$ cat src/rtl/afw_pkg.sv
package afw_pkg;
    typedef enum logic [1:0] {
        W_IDLE   = 2'd0,
        W_ARMED  = 2'd1,
        W_REJECT = 2'd2
    } wr_state_t;
endpackage

$ cat src/rtl/afw_sync.sv
module afw_sync #(
    parameter int WIDTH  = 3,
    parameter int STAGES = 2
) (
    input  logic             clk,
    input  logic             rst_n,
    input  logic [WIDTH-1:0] async_in,
    output logic [WIDTH-1:0] sync_out
);
    logic [WIDTH-1:0] chain [STAGES];

    always_ff @(posedge clk or negedge rst_n) begin
        if (!rst_n) begin
            for (int s = 0; s < STAGES; s++) chain[s] <= '1;
        end else begin
            chain[0] <= async_in;
            for (int s = 1; s < STAGES; s++) chain[s] <= chain[s-1];
        end
    end

    assign sync_out = chain[STAGES-1];
endmodule

$ cat src/rtl/afw_strobe_fsm.sv
module afw_strobe_fsm
    import afw_pkg::*;
#(
    parameter int DW = 8,
    parameter int SW = 2
) (
    input  logic          clk,
    input  logic          rst_n,
    input  logic          wr_s,
    input  logic          cs_s,
    input  logic          pe_s,
    input  logic [SW-1:0] addr_raw,
    input  logic [DW-1:0] data_raw,
    output logic          wr_pulse,
    output logic          commit_pulse,
    output logic [SW-1:0] wr_addr,
    output logic [DW-1:0] wr_byte,
    output logic [SW-1:0] pe_addr,
    output logic          proto_err
);
    wr_state_t state, state_nxt;
    logic      pe_q;

    // state register
    always_ff @(posedge clk or negedge rst_n) begin
        if (!rst_n) state <= W_IDLE;
        else        state <= state_nxt;
    end

    // next state
    always_comb begin
        state_nxt = state;
        unique case (state)
            W_IDLE:   if (!wr_s) state_nxt = cs_s ? W_REJECT : W_ARMED;
            W_ARMED:  if (wr_s)  state_nxt = W_IDLE;
            W_REJECT: if (wr_s)  state_nxt = W_IDLE;
            default:             state_nxt = W_IDLE;
        endcase
    end

    // outputs
    always_comb begin
        wr_pulse = 1'b0;
        unique case (state)
            W_ARMED: wr_pulse = wr_s;
            default: wr_pulse = 1'b0;
        endcase
    end

    // bus capture while the synchronized strobe is low
    always_ff @(posedge clk or negedge rst_n) begin
        if (!rst_n) begin
            wr_addr <= '0;
            wr_byte <= '0;
        end else if (!wr_s) begin
            wr_addr <= addr_raw;
            wr_byte <= data_raw;
        end
    end

    // packet-end edge and overlap detection
    always_ff @(posedge clk or negedge rst_n) begin
        if (!rst_n) begin
            pe_q      <= 1'b1;
            proto_err <= 1'b0;
        end else begin
            pe_q <= pe_s;
            if (!wr_s && !pe_s) proto_err <= 1'b1;
        end
    end

    assign commit_pulse = pe_q && !pe_s && wr_s;
    assign pe_addr      = addr_raw;

    AST_PROTO_STICKY: assert property (@(posedge clk) disable iff (!rst_n)
        proto_err |=> proto_err);
    AST_PROTO_RAISE: assert property (@(posedge clk) disable iff (!rst_n)
        (!wr_s && !pe_s) |=> proto_err);
    AST_NO_PULSE_WHILE_LOW: assert property (@(posedge clk) disable iff (!rst_n)
        !wr_s |-> !wr_pulse);
    AST_REJECT_SILENT: assert property (@(posedge clk) disable iff (!rst_n)
        (state == W_IDLE && !wr_s && cs_s) |=> !wr_pulse);
endmodule

$ cat src/rtl/afw_buffer.sv
module afw_buffer #(
    parameter int DW    = 8,
    parameter int DEPTH = 16,
    localparam int AW   = $clog2(DEPTH),
    localparam int CW   = AW + 1
) (
    input  logic          clk,
    input  logic          rst_n,
    input  logic          we,
    input  logic [DW-1:0] wdata,
    input  logic          commit,
    input  logic          re,
    output logic [DW-1:0] head,
    output logic          is_empty,
    output logic          is_full,
    output logic          is_committed,
    output logic [CW-1:0] clen,
    output logic          ovf
);
    logic [DW-1:0] mem [DEPTH];
    logic [AW-1:0] wptr, rptr;
    logic [CW-1:0] count, pend;
    logic          do_wr, do_rd;

    assign is_full  = (count == CW'(DEPTH));
    assign is_empty = (count == '0);
    assign do_wr    = we && !is_full;
    assign do_rd    = re && !is_empty;
    assign head     = mem[rptr];

    always_ff @(posedge clk) begin
        if (do_wr) mem[wptr] <= wdata;
    end

    always_ff @(posedge clk or negedge rst_n) begin
        if (!rst_n) begin
            wptr         <= '0;
            rptr         <= '0;
            count        <= '0;
            pend         <= '0;
            clen         <= '0;
            is_committed <= 1'b0;
            ovf          <= 1'b0;
        end else begin
            if (do_wr) wptr <= wptr + 1'b1;
            if (do_rd) rptr <= rptr + 1'b1;
            count <= count + CW'(do_wr) - CW'(do_rd);
            if (we && is_full) ovf <= 1'b1;
            if (commit) begin
                clen <= pend;
                pend <= '0;
            end else if (do_wr) begin
                pend <= pend + 1'b1;
            end
            if (commit)     is_committed <= 1'b1;
            else if (do_rd) is_committed <= 1'b0;
        end
    end

    AST_NO_OVERFLOW: assert property (@(posedge clk) disable iff (!rst_n)
        (we && is_full && !re) |=> (ovf && is_full && $stable(wptr)));
    AST_POST_INC: assert property (@(posedge clk) disable iff (!rst_n)
        (we && !is_full && !re) |=> (count == $past(count) + 1'b1));
    AST_COMMIT: assert property (@(posedge clk) disable iff (!rst_n)
        commit |=> (is_committed && pend == '0));
    AST_OVF_STICKY: assert property (@(posedge clk) disable iff (!rst_n)
        ovf |=> ovf);
endmodule

$ cat src/rtl/afw_write_ep.sv
module afw_write_ep #(
    parameter int NBUF  = 4,
    parameter int DEPTH = 16,
    parameter int DW    = 8,
    localparam int SW   = $clog2(NBUF),
    localparam int LW   = $clog2(DEPTH) + 1
) (
    input  logic             clk,
    input  logic             rst_n,
    input  logic             wr_n,
    input  logic             cs_n,
    input  logic [SW-1:0]    ep_addr,
    input  logic [DW-1:0]    wr_data,
    input  logic             pkt_end_n,
    input  logic             rd_en,
    input  logic [SW-1:0]    rd_sel,
    output logic [DW-1:0]    rd_data,
    output logic [NBUF-1:0]  empty,
    output logic [NBUF-1:0]  full,
    output logic [NBUF-1:0]  committed,
    output logic [NBUF*LW-1:0] commit_len,
    output logic [NBUF-1:0]  overflow,
    output logic             proto_err
);
    logic [2:0]    strobes_s;
    logic          wr_pulse, commit_pulse;
    logic [SW-1:0] wr_addr, pe_addr;
    logic [DW-1:0] wr_byte;
    logic [DW-1:0] heads [NBUF];

    afw_sync #(.WIDTH(3), .STAGES(2)) i_sync (
        .clk      (clk),
        .rst_n    (rst_n),
        .async_in ({pkt_end_n, cs_n, wr_n}),
        .sync_out (strobes_s)
    );

    afw_strobe_fsm #(.DW(DW), .SW(SW)) i_fsm (
        .clk          (clk),
        .rst_n        (rst_n),
        .wr_s         (strobes_s[0]),
        .cs_s         (strobes_s[1]),
        .pe_s         (strobes_s[2]),
        .addr_raw     (ep_addr),
        .data_raw     (wr_data),
        .wr_pulse     (wr_pulse),
        .commit_pulse (commit_pulse),
        .wr_addr      (wr_addr),
        .wr_byte      (wr_byte),
        .pe_addr      (pe_addr),
        .proto_err    (proto_err)
    );

    for (genvar g = 0; g < NBUF; g++) begin : g_buf
        afw_buffer #(.DW(DW), .DEPTH(DEPTH)) i_buf (
            .clk          (clk),
            .rst_n        (rst_n),
            .we           (wr_pulse && wr_addr == SW'(g)),
            .wdata        (wr_byte),
            .commit       (commit_pulse && pe_addr == SW'(g)),
            .re           (rd_en && rd_sel == SW'(g)),
            .head         (heads[g]),
            .is_empty     (empty[g]),
            .is_full      (full[g]),
            .is_committed (committed[g]),
            .clen         (commit_len[g*LW +: LW]),
            .ovf          (overflow[g])
        );
    end

    assign rd_data = heads[rd_sel];

    AST_ONE_ACTION: assert property (@(posedge clk) disable iff (!rst_n)
        !(wr_pulse && commit_pulse));
    AST_STORE_CLEARS_EMPTY: assert property (@(posedge clk) disable iff (!rst_n)
        (wr_pulse && !rd_en) |=> !empty[$past(wr_addr)]);
endmodule

$ cat config.mk
export PLATFORM = sky130hd
export DESIGN_NAME = afw_write_ep
export DESIGN_NICKNAME = d
export VERILOG_FILES = /design/src/rtl/afw_pkg.sv /design/src/rtl/afw_sync.sv /design/src/rtl/afw_strobe_fsm.sv /design/src/rtl/afw_buffer.sv /design/src/rtl/afw_write_ep.sv
export SDC_FILE = /design/constraint.sdc
export NUM_CORES = 1
export LEC_CHECK = 0
export BUFFER_PORTS_ARGS = -buffer_cell sky130_fd_sc_hd__buf_2
export CORE_ASPECT_RATIO = 0.5
export CORE_UTILIZATION = 35
export DETAILED_ROUTE_END_ITERATION = 8
export PLACE_DENSITY = 0.6
export SETUP_SLACK_MARGIN = 0.02
export SYNTH_ARGS = -nofsm -noshare
export SYNTH_HDL_FRONTEND = slang
export SYNTH_SLANG_ARGS = --single-unit
$ cat constraint.sdc
create_clock -name clk -period 7.2 [get_ports clk]
set_input_delay 1.08 -clock clk [delete_from_list [all_inputs] [get_ports clk]]
set_output_delay 1.08 -clock clk [all_outputs]
set_load 0.05 [all_outputs]
Word level (Yosys, flattened, before mapping)
Memories as Yosys holds them, arrays and structs flattened.
Cells that the tools add are included.

word-level totals
  register bits after elaboration = 120
  bits in latches = 0
  memory bits (writable) = 512
  bits in read-only memories = 0
  bits of input ports = 18
  output and inout bits = 45
  logic and storage cells = 165
  memories = 4

cells by class
  add/subtract/negate cells = 20
  $mul = 0
  divide/modulo/power cells = 0
  order comparisons = 1
  eq/ne operators = 17
  shifts and indexed selects = 0
  muxes and demuxes = 32
  bitwise gates (word level) = 1
  reductions and logical operators = 55

memories
  memory              words  width  rd ports  clocked after Yosys merged registers in  write ports  RTL line          source
  g_buf[0].i_buf.mem  16     8      1         0                                        1            afw_buffer.sv:20  logic [DW-1:0] mem [DEPTH];
  g_buf[1].i_buf.mem  16     8      1         0                                        1            afw_buffer.sv:20
  g_buf[2].i_buf.mem  16     8      1         0                                        1            afw_buffer.sv:20
  g_buf[3].i_buf.mem  16     8      1         0                                        1            afw_buffer.sv:20

operators with widths
  operator                                                number
  2-to-1 mux 5 bit                                        8
  adder 4 x 1 -> 4 bit (second input constant)            8
  logical AND 1 bit                                       27
  adder 5 x 1 -> 5 bit                                    4
  adder 5 x 1 -> 5 bit (second input constant)            4
  equality test 5 bit (second input constant)             4
  logical NOT 5 bit                                       4
  subtractor 5 x 1 -> 5 bit                               4
  2-to-1 mux 1 bit                                        17
  binary-select mux 8 bit (select 2 bit)                  1
  2-to-1 mux 8 bit                                        2
  nonzero test 2 bit                                      8
  equality test 2 bit (second input constant)             7
  logical NOT 1 bit                                       10
  equality test 2 x 1 -> 1 bit (second input constant)    4
  logical NOT 2 bit                                       4
  2-to-1 mux 2 bit                                        3
  case mux 2 bit (2 select lines)                         1
  >= comparator 3 bit (second input constant)             1
  NOT 2 -> 3 bit                                          1
  inequality test 2 x 1 -> 1 bit (second input constant)  1
  inequality test 2 bit (second input constant)           1
  AND reduction 2 bit                                     1
  OR reduction 2 bit                                      1

Logic depth before layout (Yosys ltp)
Gate-level depths: netlist (run 1).

  depth after elaboration = 6
  gate-level depth with buffers = 14
  mapped depth without buffers = 14

Cells and area by module
Synthesis (run 1) repeated with hierarchy kept, for this count alone.

unflattened totals
  cell total of the unflattened synthesis = 1501
  area total of the unflattened synthesis = 26437.9 um^2

modules (own cells, without submodules)
  module                           instances  cells an instance  area each (um^2)  sequential area each (um^2)
  afw_buffer (g_buf[1].i_buf ...)  2          356                6348.6            4469.3
  afw_buffer (g_buf[0].i_buf)      1          356                6346.1            4469.3
  afw_buffer (g_buf[2].i_buf)      1          359                6309.8            4469.3
  afw_strobe_fsm                   1          43                 603.1             351.6
  afw_write_ep                     1          22                 301.5             0.0
  afw_sync                         1          9                  180.2             157.7

Least setup slack after synthesis (run 1)
No wires, ideal clock.

  kind = input-to-output
  from = input port rd_sel[0]
  to = output port rd_data[0]
  arrival = 2.392 ns
  data required time = 6.120 ns
  path slack = 3.728 ns
  stages = 6
  buffers on the path = 2
  path through = buf_2 and4bb_1 clkbuf_1 a22oi_1 and4_1 nand4_1

between the ends
  word-level cells in the longest chain between the ends = 4

RTL lines
  what                                                  RTL line            source
  from (decl)                                           afw_write_ep.sv:16  input logic [SW-1:0] rd_sel,
  NOT 2 -> 3 bit (not written as such)                  afw_write_ep.sv:71  assign rd_data = heads[rd_sel];
  binary-select mux 8 bit (select 2 bit)                afw_write_ep.sv:71
  2-to-1 mux 8 bit (not written as such) (2 in series)  afw_write_ep.sv:71
  to (decl)                                             afw_write_ep.sv:17  output logic [DW-1:0] rd_data,

No other way between the ends. The select of a mux whose other input is x is not followed.

Worst setup path after layout (run 1)
  from = register g_buf[1].i_buf.rptr[0]
  to = output port rd_data[2]

between the ends
  word-level cells in the longest chain between the ends = 4

RTL lines
  what                                                  RTL line            source
  from (decl)                                           afw_buffer.sv:21    logic [AW-1:0] wptr, rptr;
  from (signal assigned)                                afw_buffer.sv:46    if (do_rd) rptr <= rptr + 1'b1;
  memory (16 x 8 bit)                                   -
  binary-select mux 8 bit (select 2 bit)                afw_write_ep.sv:71
  2-to-1 mux 8 bit (not written as such) (2 in series)  afw_write_ep.sv:71

No other way between the ends. The select of a mux whose other input is x is not followed.

==> flow_summary.json, run 1 <==
{
  "critical-path-slowest-cell": "sky130_fd_sc_hd__nor4bb_1",
  "post_cts_hold_buffer_count": 0,
  "first_pass_iters": 6,
  "synth_most_common_cell": "sky130_fd_sc_hd__edfxtp_1",
  "grt_antenna_before_repair": 1,
  "post_drt_via_cell_ratio": 5.06,
  "placement.io_buffers": 62,
  "vias": 12801,
  "cts_tree": "built",
  "worstPathBufferInverterCount": 1,
  "endpoint_of_the_worst_slack_reg_to_reg_timing_path": "g_buf[3].i_buf.mem[11][1]$_DFFE_PP_",
  "detailed_place.area_um2": 27200,
  "core_occupancy_in_the_finished_layout": 0.395,
  "final.min_clock_period_ns": 4.69,
  "post_cts_resized": 0,
  "cp_max_fo": 20,
  "io_pins": 63,
  "synth.distinct_cells": 58,
  "synth.avg_cell_area_um2": 18.0,
  "synth_sequential_area_ratio": 0.709,
  "final_setup_violation_count": 0,
  "max_slew.worst_pin.slew_ns": 1.18,
  "grt_pass1_wl_um": 83300,
  "reg2regPathDepth": 4,
  "drc": 0,
  "core_area_um2": 73200,
  "max-clock-path-buffers": 3,
  "postCtsSetupRepairBufs": 0,
  "timing.slew.headroom": 0.201,
  "synthArstFlopShare": 0.190,
  "hold_path_origin": "i_sync.chain[5]$_DFF_PN1_",
  "path_delay_family": "simple AND/OR/NAND/NOR gates",
  "cp_cell_sequence": "nor4bb_1, a22oi_1, and4_1, nand4_1, buf_2",
  "ys_top_cells_by_area": "sky130_fd_sc_hd__edfxtp_1, sky130_fd_sc_hd__dfrtp_1, sky130_fd_sc_hd__mux4_2",
  "ys_top_cells_by_count": "sky130_fd_sc_hd__edfxtp_1, sky130_fd_sc_hd__dfrtp_1, sky130_fd_sc_hd__mux4_2, sky130_fd_sc_hd__mux2i_1, sky130_fd_sc_hd__inv_1",
  "cellPowerDensity_nw_per_um2": 360,
  "skew_ns": 0.0232,
  "fp.dieW_um": 387,
  "post_syn_area_um2": 25900,
  "routabilityCongestion": 0.802,
  "worst_path_arrival_ns": 3.61,
  "synth_enable_flop_cells": 512,
  "finish.cell_count_without_fillers": 2529,
  "run_status": "complete, no violations",
  "synth.yosys.warnings": 0,
  "startpoint_type": "flop",
  "timing.setup.tns_ns": 0,
  "dp_cells": 2422,
  "finalWirelength_um": 55600,
  "ys_ff_latch": 632,
  "pin_count_of_the_biggest_net_entering_global_routing": 70,
  "timing.final.max_slew_violations": 0,
  "synth.largest_area_cell": "sky130_fd_sc_hd__edfxtp_1",
  "cts_htree_levels": 2,
  "critical_path_class": "flop to primary output",
  "rrSetupSlack_ns": 3.65,
  "clockRootBuffer": "sky130_fd_sc_hd__clkbuf_16",
  "die_area_um2": 75300,
  "row_count": 70,
  "post-synth-top-area-fraction": 0.593,
  "total_global_routing_track_utilization": 0.148,
  "postSynthCellCount": 1439,
  "drv_cap": 0,
  "final_net_count": 1581,
  "post_drt_wl_per_cell_um": 22.0,
  "cts.sink_count": 632,
  "reg2reg_from": "i_sync.sync_out[0]$_DFF_PN1_",
  "cp-end-kind": "primary output",
  "num-fill-cells": 6620,
  "cp.required_ns": 6.12,
  "ant_nets": 0,
  "die-height_um": 195,
  "rsz0062_at_grt": "no",
  "clk_pin_slew_worst_paths_ns": 0.07,
  "achievable_freq_mhz": 213,
  "hold-path-cell-count": 0,
  "globalRoute.totalOverflow": 0,
  "flow.area_growth_from_synthesis_pct": 11.6,
  "min_to": "i_sync.sync_out[2]$_DFF_PN1_",
  "cts_bufs_inserted": 57,
  "synth_nets": 1511,
  "p_leak_nw": 10.2,
  "critical_path_max_stage_delay_ns": 1.12,
  "final-hold-violation-count": 0,
  "drt_iter0_drc": 942,
  "worst_skew_pair.late_latency_ns": 0.63,
  "ys_dominant_reg_cell": "sky130_fd_sc_hd__edfxtp_1",
  "initial_utilization": 0.354,
  "final_design_area_no_fill_um2": 28900,
  "dp_hpwl_um": 35400,
  "layout-drive-gt1-share": 0.197,
  "ir_worst_vdd_mv": 0.208,
  "hold_path.class": "flop to flop",
  "final_min_period_over_clock_period": 0.652,
  "vias_in_the_first_global_route": 12779
}
-- layout by cell type (no fill, tap or decap), types with 43 or more instances in the layout --
master	Yosys	layout
sky130_fd_sc_hd__nand2_1	52	52
sky130_fd_sc_hd__edfxtp_1	512	512
sky130_fd_sc_hd__a22oi_1	52	52
sky130_fd_sc_hd__clkbuf_16	0	58
sky130_fd_sc_hd__mux2i_1	62	62
sky130_fd_sc_hd__ha_1	50	50
sky130_fd_sc_hd__nor2_1	44	44
sky130_fd_sc_hd__buf_2	29	61
sky130_fd_sc_hd__dfrtp_1	113	103
sky130_fd_sc_hd__inv_1	55	55
sky130_fd_sc_hd__and2_1	43	43
sky130_fd_sc_hd__mux4_2	77	77
-- cell families (layout without fill, tap and decap cells) --
kind of cell    Yosys count  count (layout)  synth area share
other cells               0               1                 0
compound gates          113             113            0.0314
mux                     196             196             0.128
simple gates            249             249            0.0580
flops                   632             632             0.709
xor+xnor                 56              56            0.0189
buf+inv                 139             256            0.0280
fa+ha+maj                54              54            0.0272
-- state kept, by name (all words and copies together), names as in the netlist, 3 cells and up --
name	cells
g_buf.i_buf.pend	20
g_buf.i_buf.count	20
i_fsm.wr_byte	8
i_sync.sync_out	3
g_buf.i_buf.is_committed	4
g_buf.i_buf.clen	20
i_sync.chain	3
g_buf.i_buf.rptr	16
g_buf.i_buf.wptr	16
g_buf.i_buf.mem	512
g_buf.i_buf.ovf	4
-- routing by layer --
metal,part of all wire,track usage,up-vias
met3,0.060,0.0326,81
met2,0.45,0.226,332
met1,0.46,0.213,6635
li1,-,-,5751
met5,0.0019,0.0100,-
met4,0.020,0.0373,2
-- where the power goes --
part	internal [mW]	leakage (nW)	switching, mW	total (mW)
clock network	1.52	0.825	1.32	2.85
logic	1.19	3.26	1.77	2.96
registers	4.26	6.08	0.356	4.62
-- area by class of cell --
type,instances,area (µm²),area share
clock inverters,29,189,0.00653
flip-flops and latches,632,18400,0.636
well taps,972,1220,0.0420
multi-input cells,668,6850,0.237
diodes,1,2.50,0.0000865
repair buffers,93,549,0.0190
inverters,57,214,0.00739
clock buffers,77,1520,0.0526
-- worst max path at each step --
stage / start / end / slack [ns] / cells after the start
after floorplan: rd_sel[0] / rd_data[0] / 3.73 / 6
after global placement: rd_sel[0] / rd_data[1] / 2.89 / 6
after detailed placement: rd_sel[0] / rd_data[0] / 2.84 / 6
after CTS: g_buf[1].i_buf.rptr[1]$_DFFE_PN0P_ / rd_data[1] / 2.49 / 6
after global routing: g_buf[1].i_buf.rptr[2]$_DFFE_PN0P_ / rd_data[7] / 2.37 / 6
final: g_buf[1].i_buf.rptr[0]$_DFFE_PN0P_ / rd_data[2] / 2.51 / 5
-- metrics by stage --
stage	hold slack, ns	power (mW)	setup WS (ns)
5_1_grt	0.361	10.9	2.37
3_3_place_gp	0.347	7.66	2.89
6_report	0.355	10.4	2.51
2_1_floorplan	0.345	6.82	3.73
4_1_cts	0.356	10.5	2.49
3_5_place_dp	0.347	7.68	2.84
No activity file was read; power rests on OpenSTA's default activity.
==> run 2: changes to the inputs <==
clock period = 4.8 ns   (was 7.2 ns; I/O delays follow)
==> flow_summary.json, run 2 (same netlist as run 1, synthesis figures left out) <==
{
  "cts_htree_levels": 2,
  "cp-end-kind": "primary output",
  "drt_iter0_drc": 1095,
  "startpoint_type": "flop",
  "clockRootBuffer": "sky130_fd_sc_hd__clkbuf_16",
  "power.sequential.fraction": 0.442,
  "post_drt_wl_per_cell_um": 21.9,
  "total_global_routing_track_utilization": 0.149,
  "power.net_switching_mw": 5.10,
  "cp_max_fo": 34,
  "finalWirelength_um": 55800,
  "combPwrFrac": 0.272,
  "vias": 12815,
  "final_net_count": 1590,
  "max-clock-path-buffers": 3,
  "final_setup_violation_count": 0,
  "first_pass_iters": 7,
  "timing.setup.tns_ns": 0,
  "globalRoute.totalOverflow": 0,
  "post_cts_hold_buffer_count": 0,
  "cts_tree": "built",
  "skew_ns": 0.0290,
  "fp.dieW_um": 387,
  "drc": 0,
  "run_status": "complete, no violations",
  "final_common_cell": "sky130_fd_sc_hd__edfxtp_1",
  "postCtsSetupRepairBufs": 0,
  "p_leak_nw": 10.3,
  "row_count": 70,
  "post_drt_via_cell_ratio": 5.04,
  "core_area_um2": 73200,
  "max_slew.worst_pin.slew_ns": 1.22,
  "final.min_clock_period_ns": 4.14,
  "timing.final.max_slew_violations": 0,
  "clk_pin_slew_worst_paths_ns": 0.06,
  "ant_nets": 0,
  "die_area_um2": 75300,
  "final.hold.worst_slack_ns": 0.197,
  "clockPowerShare": 0.286,
  "dp_hpwl_um": 36000,
  "final-hold-violation-count": 0,
  "power.internal_mw": 10.7,
  "initial_utilization": 0.354,
  "placement.io_buffers": 62,
  "rsz0062_at_grt": "no",
  "layout-drive-gt1-share": 0.206,
  "grt_pass1_wl_um": 84000,
  "cts_bufs_inserted": 58,
  "routabilityCongestion": 0.797,
  "num-fill-cells": 6598,
  "cts.sink_count": 632,
  "hold_path.class": "primary input to flop",
  "vias_in_the_first_global_route": 12928,
  "largest_reg_flops": 512,
  "swShare": 0.323,
  "cp.required_ns": 4.08,
  "grt_antenna_before_repair": 3,
  "layout_common_cells": "sky130_fd_sc_hd__edfxtp_1, sky130_fd_sc_hd__dfrtp_1, sky130_fd_sc_hd__mux4_2, sky130_fd_sc_hd__mux2i_1, sky130_fd_sc_hd__buf_2",
  "post_cts_resized": 0,
  "timing.slew.headroom": 0.187,
  "final_min_period_over_clock_period": 0.863,
  "worst_path_arrival_ns": 3.42,
  "critical_path_class": "flop to primary output",
  "cellPowerDensity_nw_per_um2": 541,
  "regMostFlops": "g_buf.i_buf.mem",
  "drv_cap": 0,
  "flow.area_growth_from_synthesis_pct": 12.3,
  "io_pins": 63,
  "ir_worst_vdd_mv": 0.305,
  "worst_skew_pair.late_latency_ns": 0.64,
  "die-height_um": 195,
  "achievable_freq_mhz": 241,
  "pin_count_of_the_biggest_net_entering_global_routing": 98
}
==> run 2: stage by stage <==
stage,total power [mW],util,worst slack (ns),std cells,area [µm²]
floorplan,10.2,-,2.05,1439,25900
global placement,11.4,0.373,1.24,2430,27300
detailed placement,11.4,0.373,1.14,2430,27300
CTS,15.9,0.398,0.621,2540,29100
global route,16.5,0.398,0.448,2541,29100
finish,15.8,0.398,0.658,2541,29100
==> run 2: critical path, cell delays in order, from the launching register on <==
cell and delay [ns]:
sky130_fd_sc_hd__dfrtp_4 0.80, sky130_fd_sc_hd__buf_4 0.58, sky130_fd_sc_hd__mux2i_1 0.29, sky130_fd_sc_hd__a221oi_1 0.13, sky130_fd_sc_hd__a21oi_1 0.32, sky130_fd_sc_hd__nand4_1 0.32, sky130_fd_sc_hd__buf_2 0.32
==> run 2: power by group through the flow <==
stage / logic [mW] / registers [mW] / clock network (mW)
final: 4.28 / 6.98 / 4.51
after global routing: 4.63 / 7.06 / 4.79
after floorplan: 3.18 / 7.05 / 0
after CTS: 4.35 / 6.99 / 4.59
after detailed placement: 4.33 / 7.10 / 0
after global placement: 4.31 / 7.09 / 0
==> run 2: path summary, 6_finish.rpt <==
check	start	to	depth (start not counted)	slack (ns)
max	g_buf[2].i_buf.rptr[1]$_DFFE_PN0P_	rd_data[1]	6	0.66
min reg2reg	i_sync.chain[3]$_DFF_PN1_	i_sync.sync_out[0]$_DFF_PN1_	0	0.36
max reg2reg	i_sync.sync_out[0]$_DFF_PN1_	g_buf[3].i_buf.mem[3][2]$_DFFE_PP_	4	1.20
min in group asynchronous	rst_n	g_buf[0].i_buf.count[2]$_DFF_PN0_	1	0.24
min	cs_n	i_sync.chain[4]$_DFF_PN1_	1	0.20
max in group asynchronous	rst_n	g_buf[3].i_buf.ovf$_DFFE_PN0P_	2	3.64
==> run 2: final cells by class <==
class	instances	area, µm²	share of cell area
clock buffers	70	1510	0.0517
flip-flops and latches	632	18400	0.632
well taps	972	1220	0.0418
repair buffers	101	609	0.0209
clock inverters	40	339	0.0116
inverters	57	214	0.00735
multi-input cells	668	6840	0.235
diodes	1	2.50	0.0000859
==> run 2: layer usage <==
| metal | vias to the layer above | routed length (µm) | share of wire | GRT usage |
|---|---|---|---|---|
| met5 | - | 14 | 0.00025 | 0 |
| met2 | 322 | 25600 | 0.46 | 0.229 |
| met4 | 2 | 1150 | 0.021 | 0.0413 |
| met1 | 6645 | 25900 | 0.46 | 0.215 |
| met3 | 74 | 3070 | 0.055 | 0.0277 |
| li1 | 5772 | - | - | - |
==> run 3: changes to the inputs <==
ABC_AREA = 1   (was default)
==> flow_summary.json, run 3 <==
{
  "row_count": 72,
  "drt_iter0_drc": 1458,
  "routabilityCongestion": 0.868,
  "synth_sequential_area_ratio": 0.655,
  "regArea_um2": 18400,
  "final_net_count": 2911,
  "flow.area_growth_from_synthesis_pct": 11.3,
  "cellPowerDensity_nw_per_um2": 541,
  "max_slew.worst_pin.slew_ns": 1.18,
  "ys_ff_latch": 632,
  "cts_tree": "built",
  "met1_length_um": 30700,
  "post_cts_hold_buffer_count": 0,
  "skew_ns": 0.0182,
  "clockRootBuffer": "sky130_fd_sc_hd__clkbuf_16",
  "met2RoutedLength_um": 30400,
  "initial_utilization": 0.358,
  "worst_path_arrival_ns": 3.35,
  "final.min_clock_period_ns": 4.07,
  "timing.final.max_slew_violations": 0,
  "drv_cap": 0,
  "achievable_freq_mhz": 246,
  "synth.largest_area_cell": "sky130_fd_sc_hd__edfxtp_1",
  "timing.setup.tns_ns": 0,
  "ant_nets": 0,
  "num-fill-cells": 7451,
  "synth.yosys.warnings": 0,
  "cts_bufs_inserted": 59,
  "synth.distinct_cells": 31,
  "worstPathBufferInverterCount": 4,
  "synth_nets": 2888,
  "synth_most_common_cell": "sky130_fd_sc_hd__nand2_1",
  "hold_path.class": "primary input to asynchronous set/reset pin",
  "ys_top_cells_by_count": "sky130_fd_sc_hd__nand2_1, sky130_fd_sc_hd__edfxtp_1, sky130_fd_sc_hd__inv_1, sky130_fd_sc_hd__nand3_1, sky130_fd_sc_hd__nor2_1",
  "critical-path-slowest-cell": "sky130_fd_sc_hd__inv_1",
  "globalRoute.totalOverflow": 0,
  "placement.io_buffers": 62,
  "final_min_period_over_clock_period": 0.848,
  "met3_wire_length_um": 3320,
  "ys_top_cells_by_area": "sky130_fd_sc_hd__edfxtp_1, sky130_fd_sc_hd__nand2_1, sky130_fd_sc_hd__dfrtp_1",
  "die_area_um2": 81400,
  "vias_in_the_first_global_route": 17383,
  "rsz0062_at_grt": "no",
  "max-clock-path-buffers": 3,
  "postSynthCellCount": 2816,
  "final_common_cell": "sky130_fd_sc_hd__nand2_1",
  "vias": 18481,
  "grt_antenna_before_repair": 0,
  "critical_path_max_stage_delay_ns": 0.87,
  "run_status": "complete, no violations",
  "ys_dominant_reg_cell": "sky130_fd_sc_hd__edfxtp_1",
  "clk_pin_slew_worst_paths_ns": 0.06,
  "synth_enable_flop_cells": 512,
  "post_cts_resized": 0,
  "regMostFlops": "g_buf.i_buf.mem",
  "layout-drive-gt1-share": 0.0751,
  "pin_count_of_the_biggest_net_entering_global_routing": 90,
  "grt_pass1_wl_um": 102000,
  "finish.cell_count_without_fillers": 3924,
  "multi_input_comb_area_um2": 7530,
  "post_syn_area_um2": 28100,
  "die-height_um": 202,
  "drc": 0,
  "post-synth-top-area-fraction": 0.548,
  "crit_path_frequent_cell": "sky130_fd_sc_hd__nand2_1",
  "core_occupancy_in_the_finished_layout": 0.399,
  "core_area_um2": 78300,
  "timing.slew.headroom": 0.211,
  "largest_reg_flops": 512,
  "cp.required_ns": 4.08,
  "first_pass_iters": 6,
  "cp-end-kind": "primary output",
  "cts_htree_levels": 2,
  "post_drt_wl_per_cell_um": 16.7,
  "cts.sink_count": 632,
  "critical_path_class": "flop to primary output",
  "path_delay_family": "buffers and inverters",
  "startpoint_type": "flop",
  "final_setup_violation_count": 0,
  "p_leak_nw": 13.7,
  "io_pins": 63,
  "synth.avg_cell_area_um2": 9.97,
  "finalWirelength_um": 65600,
  "dp_hpwl_um": 40000,
  "final.hold.worst_slack_ns": 0.195,
  "final-hold-violation-count": 0,
  "dp_cells": 3814,
  "worst_skew_pair.late_latency_ns": 0.62,
  "layout_common_cells": "sky130_fd_sc_hd__nand2_1, sky130_fd_sc_hd__edfxtp_1, sky130_fd_sc_hd__inv_1, sky130_fd_sc_hd__nand3_1, sky130_fd_sc_hd__nor2_1",
  "cp_cell_sequence": "buf_4, inv_1, o21ai_0, o21ai_0, nand2_1, nand3_1, nand3_1, nand2_1, inv_1, nand2_1, buf_2",
  "maxUsedRoutingLayer": "met4",
  "total_global_routing_track_utilization": 0.160,
  "post_drt_via_cell_ratio": 4.71,
  "fp.dieW_um": 402,
  "diodes_inserted": 0,
  "postCtsSetupRepairBufs": 0,
  "ir_worst_vdd_mv": 0.319,
  "synthArstFlopShare": 0.190,
  "cp_max_fo": 35
}
## run 3: cells by family after synthesis
group | Yosys count | share of synthesized area
and+or+nand+nor | 1445 | 0.209
DFF | 632 | 0.655
buffers and inverters | 526 | 0.0763
adders and majority gates | 54 | 0.0251
AOI/OAI and AO/OA | 120 | 0.0222
xor gates and xnor gates | 39 | 0.0122
## run 3: area by class of cell
class                      instances  share of cell area
clock buffer                      81              0.0536
clock inverter                    29             0.00974
inverter                         404              0.0487
multi-input combinational       1658               0.241
sequential                       632               0.589
tap                             1036              0.0415
timing repair buffer              84              0.0158
## run 3: stage by stage
stage	setup WS [ns]	cell area, µm²	total power, mW
2_1_floorplan	2.14	28100	10.7
3_3_place_gp	1.37	29200	12.1
3_5_place_dp	1.39	29200	12.2
4_1_cts	0.722	31200	17.0
5_1_grt	0.403	31200	17.9
6_report	0.730	31200	16.9
## run 3: routing by layer
metal,track usage,vias up
met5,0,-
met4,0.0374,0
met3,0.0221,80
met2,0.256,404
met1,0.230,8978
li1,-,9019
## run 3: path summary, 6_finish.rpt
check | startpoint | end | slack [ns] | cells past startpoint
max in group asynchronous | rst_n | g_buf[0].i_buf.rptr[0]$_DFFE_PN0P_ | 3.54 | 2
setup / recovery | g_buf[2].i_buf.rptr[1]$_DFFE_PN0P_ | rd_data[1] | 0.73 | 11
setup reg to reg | g_buf[2].i_buf.count[3]$_DFF_PN0_ | g_buf[2].i_buf.count[4]$_DFF_PN0_ | 1.86 | 15
hold / removal | rst_n | i_fsm.proto_err$_DFFE_PN0P_ | 0.19 | 1
hold reg to reg | i_sync.chain[3]$_DFF_PN1_ | i_sync.sync_out[0]$_DFF_PN1_ | 0.35 | 0
min in group clk | pkt_end_n | i_sync.chain[5]$_DFF_PN1_ | 0.20 | 1
## run 3: where the power goes
part,total (mW),switching [mW],internal (mW)
sequential,6.69,0.377,6.32
combinational,5.39,3.85,1.53
clock,4.82,2.06,2.76
